$ cat src/rtl/uart_msr_pkg.sv
package uart_msr_pkg;
  localparam int LINES   = 4;
  localparam int STATW   = 2 * LINES;
  // line positions inside a line vector (and inside each status nibble)
  localparam int L_CTS   = 0;
  localparam int L_DSR   = 1;
  localparam int L_RI    = 2;
  localparam int L_DCD   = 3;
  // modem control bit positions
  localparam int C_DTR   = 0;
  localparam int C_RTS   = 1;
  localparam int C_OUT1  = 2;
  localparam int C_OUT2  = 3;
  typedef logic [LINES-1:0] line_vec_t;
endpackage

$ cat src/rtl/msr_line_source.sv
module msr_line_source
  import uart_msr_pkg::*;
(
  input  logic      loop_i,
  input  line_vec_t ext_i,
  input  line_vec_t ctl_i,
  output line_vec_t sel_o
);
  line_vec_t looped;

  always_comb begin
    looped        = '0;
    looped[L_CTS] = ctl_i[C_RTS];
    looped[L_DSR] = ctl_i[C_DTR];
    looped[L_RI]  = ctl_i[C_OUT1];
    looped[L_DCD] = ctl_i[C_OUT2];
  end

  // external lines are ignored in loopback
  assign sel_o = loop_i ? looped : ext_i;
endmodule

$ cat src/rtl/msr_delta_cell.sv
module msr_delta_cell #(
  parameter logic RESET_VAL  = 1'b0,
  parameter bit   TRAIL_ONLY = 1'b0
) (
  input  logic clk,
  input  logic rst,
  input  logic line_i,
  input  logic rd_i,
  output logic state_o,
  output logic delta_o,
  output logic delta_nx_o
);
  logic state_q;
  logic delta_q;
  logic hit;

  generate
    if (TRAIL_ONLY) begin : g_trail
      assign hit = state_q & ~line_i;
    end else begin : g_any
      assign hit = state_q ^ line_i;
    end
  endgenerate

  // sticky, cleared by read, new change wins over the clear
  assign delta_nx_o = (delta_q & ~rd_i) | hit;

  always_ff @(posedge clk) begin
    if (rst) begin
      state_q <= RESET_VAL;
      delta_q <= 1'b0;
    end else begin
      state_q <= line_i;
      delta_q <= delta_nx_o;
    end
  end

  assign state_o = state_q;
  assign delta_o = delta_q;

  // a set delta survives a cycle without a read
  p_sticky_r5: assert property (@(posedge clk) disable iff (rst)
    ($past(delta_q) && !$past(rd_i) && !$past(rst)) |-> delta_q);

  // a read with no new change leaves the delta clear
  p_read_clears_r6: assert property (@(posedge clk) disable iff (rst)
    ($past(rd_i) && !$past(rst) && $stable(state_q)) |-> !delta_q);

  generate
    if (TRAIL_ONLY) begin : g_chk_trail
      // a fall is flagged, a rise changes nothing
      p_fall_sets_r4: assert property (@(posedge clk) disable iff (rst)
        ($fell(state_q) && !$past(rst)) |-> delta_q);
      p_rise_quiet_r4: assert property (@(posedge clk) disable iff (rst)
        ($rose(state_q) && !$past(rd_i) && !$past(rst)) |-> (delta_q == $past(delta_q)));
    end else begin : g_chk_any
      // any movement is flagged
      p_move_sets_r3: assert property (@(posedge clk) disable iff (rst)
        (!$stable(state_q) && !$past(rst)) |-> delta_q);
    end
  endgenerate
endmodule

$ cat src/rtl/uart_modem_status.sv
module uart_modem_status
  import uart_msr_pkg::*;
#(
  parameter logic [LINES-1:0] RESET_LINES = 4'b1011,
  parameter logic [LINES-1:0] TRAIL_MASK  = 4'b0100
) (
  input  logic             clk,
  input  logic             rst,
  input  logic             cts_i,
  input  logic             dsr_i,
  input  logic             ri_i,
  input  logic             dcd_i,
  input  logic             loop_i,
  input  logic [LINES-1:0] ctl_i,
  input  logic             rd_i,
  output logic [STATW-1:0] status_o,
  output logic             chg_o
);
  line_vec_t ext_lines;
  line_vec_t sel_lines;
  line_vec_t state;
  line_vec_t delta;
  line_vec_t delta_nx;
  logic      chg_q;

  always_comb begin
    ext_lines        = '0;
    ext_lines[L_CTS] = cts_i;
    ext_lines[L_DSR] = dsr_i;
    ext_lines[L_RI]  = ri_i;
    ext_lines[L_DCD] = dcd_i;
  end

  msr_line_source u_src (
    .loop_i (loop_i),
    .ext_i  (ext_lines),
    .ctl_i  (ctl_i),
    .sel_o  (sel_lines)
  );

  generate
    for (genvar i = 0; i < LINES; i++) begin : g_line
      msr_delta_cell #(
        .RESET_VAL  (RESET_LINES[i]),
        .TRAIL_ONLY (TRAIL_MASK[i])
      ) u_cell (
        .clk        (clk),
        .rst        (rst),
        .line_i     (sel_lines[i]),
        .rd_i       (rd_i),
        .state_o    (state[i]),
        .delta_o    (delta[i]),
        .delta_nx_o (delta_nx[i])
      );
    end
  endgenerate

  always_ff @(posedge clk) begin
    if (rst) chg_q <= 1'b0;
    else     chg_q <= |delta_nx;
  end

  assign status_o = {state, delta};
  assign chg_o    = chg_q;

  // flag agrees with the change nibble
  p_flag_match_r9: assert property (@(posedge clk) disable iff (rst)
    chg_o == (|status_o[LINES-1:0]));

  // first cycle out of reset shows the reset pattern
  p_reset_val_r1: assert property (@(posedge clk) disable iff (rst)
    $past(rst) |-> (status_o == {RESET_LINES, {LINES{1'b0}}} && !chg_o));

  // loopback places the control bits on the line levels
  p_loop_map_r8: assert property (@(posedge clk) disable iff (rst)
    ($past(loop_i) && !$past(rst)) |->
      (status_o[LINES+L_CTS] == $past(ctl_i[C_RTS]) &&
       status_o[LINES+L_DSR] == $past(ctl_i[C_DTR]) &&
       status_o[LINES+L_RI]  == $past(ctl_i[C_OUT1]) &&
       status_o[LINES+L_DCD] == $past(ctl_i[C_OUT2])));

  // outside loopback the levels follow the pins
  p_follow_r2: assert property (@(posedge clk) disable iff (rst)
    (!$past(loop_i) && !$past(rst)) |->
      (status_o[STATW-1:LINES] == $past({dcd_i, ri_i, dsr_i, cts_i})));
endmodule

$ cat config.mk
export PLATFORM = sky130hd
export DESIGN_NAME = uart_modem_status
export DESIGN_NICKNAME = d
export VERILOG_FILES = /design/src/rtl/uart_msr_pkg.sv /design/src/rtl/msr_line_source.sv /design/src/rtl/msr_delta_cell.sv /design/src/rtl/uart_modem_status.sv
export SDC_FILE = /design/constraint.sdc
export NUM_CORES = 1
export LEC_CHECK = 0
export CORE_AREA = 2 2 39 41
export CTS_CLUSTER_SIZE = 10
export DETAILED_ROUTE_END_ITERATION = 12
export DIE_AREA = 0 0 41 43
export PLACE_DENSITY_LB_ADDON = 0.12
export REMOVE_ABC_BUFFERS = 1
export SYNTH_ARGS = -nofsm -noshare
export SYNTH_HDL_FRONTEND = slang
export SYNTH_SLANG_ARGS = --single-unit
$ cat constraint.sdc
create_clock -name clk -period 3.56 [get_ports clk]
set_clock_uncertainty 0.2 [all_clocks]
set_input_delay 0.712 -clock clk [delete_from_list [all_inputs] [get_ports clk]]
set_output_delay 0.712 -clock clk [all_outputs]
set_load 0.005 [all_outputs]
## Word level (Yosys, flattened, before mapping)

Index checks and enable logic that the tools add are counted.

| cells by class | value |
|---|---|
| bitwise gates (word level) | 14 |
| multiplexer cells | 1 |
| reductions and logical operators | 1 |

Operator list:

| cell | count |
|---|---|
| 1-bit AND | 5 |
| 4-bit two-way mux | 1 |
| 1-bit bitwise OR | 4 |
| 4-bit OR reduction | 1 |
| 1-bit bitwise XOR | 3 |
| 1-bit inverter | 2 |

| storage, ports and cells | value |
|---|---|
| logic and storage cells | 25 |
| register bits | 9 |

## Depth between registers and ports, before layout

| depth | value |
|---|---|
| depth after elaboration | 5 |
| depth in mapped cells | 5 |
| gate-level depth less buffers | 4 |

## Hierarchy

A second synthesis with hierarchy kept.

| second synthesis, totals | value |
|---|---|
| cell total of the unflattened synthesis | 35 |
| area total of the unflattened synthesis | 356.6 µm² |

Modules (own cells, without submodules):

| module | cells an instance | area each (µm²) | times used |
|---|---|---|---|
| msr_delta_cell at g_line[0].u_cell ... | 7 | 70.1 | 3 |
| msr_delta_cell at g_line[2].u_cell | 7 | 71.3 | 1 |
| msr_line_source | 4 | 45.0 | 1 |
| uart_modem_status | 3 | 30.0 | 1 |

## Least setup slack after synthesis

Ideal clock, no wire load.

| timing path | value |
|---|---|
| path type | input -> register |
| start point | input port loop_i |
| end point | register chg_q (netlist: chg_o) |
| setup slack | 1.859 ns |
| setup time | 0.081 ns |
| arrival | 1.420 ns |
| buffers on the path | 1 |
| stages | 5 |
| cell sequence | buf_6 -> mux2i_2 -> xnor2_1 -> a21oi_2 -> a41oi_1 |

| between the ends | value |
|---|---|
| longest elaborated chain between the ends | 5 |
| elaborated cells between the ends (all ways) | 11 |
| those cells by class | 1 x mux; 9 x bitwise; 1 x reduce/logical |

RTL lines:

| element | RTL line | text |
|---|---|---|
| start: declaration | uart_modem_status.sv:13 | `input logic loop_i,` |
| 4-bit two-way mux (*) | msr_line_source.sv:20 | `assign sel_o = loop_i ? looped : ext_i;` |
| 1-bit inverter | msr_delta_cell.sv:19 | `assign hit = state_q & ~line_i;` |
| 1-bit AND | msr_delta_cell.sv:19 |  |
| 1-bit bitwise OR | msr_delta_cell.sv:26 | `assign delta_nx_o = (delta_q & ~rd_i) \| hit;` |
| 4-bit OR reduction (*) | uart_modem_status.sv:60 | `else chg_q <= \|delta_nx;` |
| end signal: assignment | uart_modem_status.sv:60 |  |
| end: declaration | uart_modem_status.sv:24 | `logic chg_q;` |

Mark *: on every way between the ends. The rest lies on a longest branch, timed or not.
A chain may end at the register's enable or synchronous reset.

## Worst setup path in the final report

Same ends and word-level chain as after synthesis.

==> results_dict.tcl <==
set metrics [dict create \
    outcome "finished, final reports clean" \
    cap_violations 0 \
    clk_pin_slew_ps 60 \
    clk_latency_ps 250 \
    worstMarginPinSlew_ps 307 \
    path_buf_inv 1 \
    hold_class "flip-flop to flip-flop" \
    muxShareOfSynthArea_pct 12.3 \
    drtAntennaViolNets 0 \
    synth_largest_area_cell "dfxtp_1" \
    synthesis.area_um2 417 \
    synth_seq_area_share_pct 43.2 \
    crit_arrival_ps 2100 \
    grt_pass1_vias 283 \
    synth_simple_gate_area_share_pct 9.01 \
    synthXorXnorAreaFrac_pct 6.31 \
    crit_family "buffers and inverters" \
    final_nets 67 \
    synth_most_common_cell "dfxtp_1" \
    path_max_fanout 4 \
    critical_path.endpoint_type "flip-flop" \
    syn_inst 40 \
    avgSynthCellArea_um2 10.4 \
    ys_types 13 \
    start_kind "input port" \
    cts_max_level 1 \
    slew_viol_final 0 \
    placement_rows 14 \
    core_um2 1380 \
    numClockSinks 9 \
    synth_top_family_by_area "buffers and inverters" \
    dp_cells 66 \
    drt_iter0_markers 2 \
    hold_buffers 0 \
    die-area_um2 1760 \
    synthFlopType "dfxtp_1" \
    worst_path_max_delay_cell "clkdlybuf4s50_1" \
    synthTopCellsByCount "dfxtp_1, buf_4, nor2_1" \
    cts_resized 0 \
    num_vias 294 \
    cp_cell_sequence "clkdlybuf4s50_1 > mux2i_2 > xnor2_1 > a21oi_2 > a41oi_1" \
    cts_max_path_buffers 2 \
    crit_required_ps 3530 \
    gp_congestion 0.704 \
    drc_errors 0 \
    async_flop_share_pct 0 \
    fmax_mhz 469 \
    start_util_pct 30.1 \
    synth_fa_ha_area_share_pct 0 \
    powerDensity_nw_per_um2 416 \
    grt_max_degree 10 \
    ir_drop_mv 0.143 \
    synth_edf_count 0 \
    final_hold_viol_count 0 \
    antenna_found_initial 0 \
    rsz0062_at_grt "false" \
    routed_wirelength_um 794 \
    drive_gt1_share_pct 16.7 \
    yosysTopAreaCellShare_pct 43.2 \
    holdWs_ps 318 \
    grt_pass1_wl_um 1280 \
    min_period_ps 2130 \
    fin_cells 70 \
    cts_buffers 3 \
    setup_viol 0 \
    die_w_um 41 \
    slew_headroom_pct 79.5 \
    die_h_um 43 \
    tns_ps 0 \
    total_power_uw 245 \
    synth_compound_area_share_pct 10.2 \
    cts_tree "yes" \
    grt-ovfl-total 0 \
    synth_area_leaders "dfxtp_1, buf_4, mux2i_2" \
    grtUsageTotal_pct 11.3 \
    via_per_inst 4.20 \
    yosys_warnings 0 \
    fin_crit_sh_pct 59.9 \
    pin_count 21 \
    syn_to_final_growth_pct 41.1 \
    io_buffers 20 \
    cp_slowest_stage_delay_ps 650 \
    antenna_cells 0 \
    ys_ff_latch 9 \
    leakage_uw 0.000223 \
    cts_root_buffer "clkbuf_4" \
    post-cts-setup-buffer-count 0 \
    firstDrtPassIters 2 \
    critical_path_class "input port to flip-flop" \
    wl_per_cell_um 11.3 \
]
==> flip-flops by register name, indices dropped and copies added, names as in the netlist <==
signal / count
g_line.u_cell.state_o: 4
g_line.u_cell.delta_o: 4
chg_o: 1
==> logic make-up after synthesis <==
kind of cell              count (synthesis)
AOI/OAI and AO/OA                         5
xor gates and xnor gates                  3
buffers and inverters                    11
DFF                                       9
muxes                                     4
and+or+nand+nor                           8
==> cell usage in the layout, fill, tap and decap left out <==
cell              n
clkbuf_4          3
mux2i_2           3
mux2i_1           1
xnor2_1           3
clkdlybuf4s50_1  20
dfxtp_1           9
a41oi_1           1
a21oi_2           3
clkbuf_1          1
nand2b_1          3
inv_1             1
nor2_1            5
a22oi_1           1
==> path summary, 6_finish.rpt <==
| kind | startpoint | endpoint | slack [ps] | cells after the start |
|---|---|---|---|---|
| max | loop_i | chg_o$_SDFF_PP0_ | 1430 | 5 |
| min | g_line[1].u_cell.delta_o$_SDFF_PP0_ | g_line[1].u_cell.delta_o$_SDFF_PP0_ | 320 | 2 |
| max reg2reg | g_line[0].u_cell.state_o$_SDFF_PP1_ | chg_o$_SDFF_PP0_ | 2480 | 3 |
| min reg2reg | g_line[1].u_cell.delta_o$_SDFF_PP0_ | g_line[1].u_cell.delta_o$_SDFF_PP0_ | 320 | 2 |
==> power by group <==
group	internal, µW	switching [µW]	leakage [µW]	total, µW
registers	109	5.09	0.0000751	114
logic	35.2	18.6	0.000133	53.8
clock network	43.1	33.6	0.0000150	76.7
==> cell type report <==
cell class	instances	area [µm²]
flip-flops and latches	9	180
repair buffers	20	200
well taps	16	20.0
clock buffers	4	26.3
fillers	144	796
multi-input cells	20	158
inverters	1	3.75
==> per-layer routing <==
metal / vias to the layer above / global-route usage [%] / wire, µm
met5: - / 0 / 0
met4: 0 / 8.00 / 0
li1: 150 / - / -
met2: 11 / 14.7 / 408
met1: 133 / 14.1 / 333
met3: 0 / 5.24 / 52
==> tightest hold or removal path, stage by stage (launching register included) <==
cell and delay [ps]:
dfxtp_1 350, a21oi_2 70, nor2_1 70
==> stage by stage <==
stage	area, µm²	worst slack (ps)	util [%]
floorplan	342	1980	-
global placement	562	1220	40.6
detailed placement	562	1140	40.6
CTS	588	1400	42.5
global route	588	1310	42.5
finish	588	1430	42.5
(Power assumes the default switching activity.)
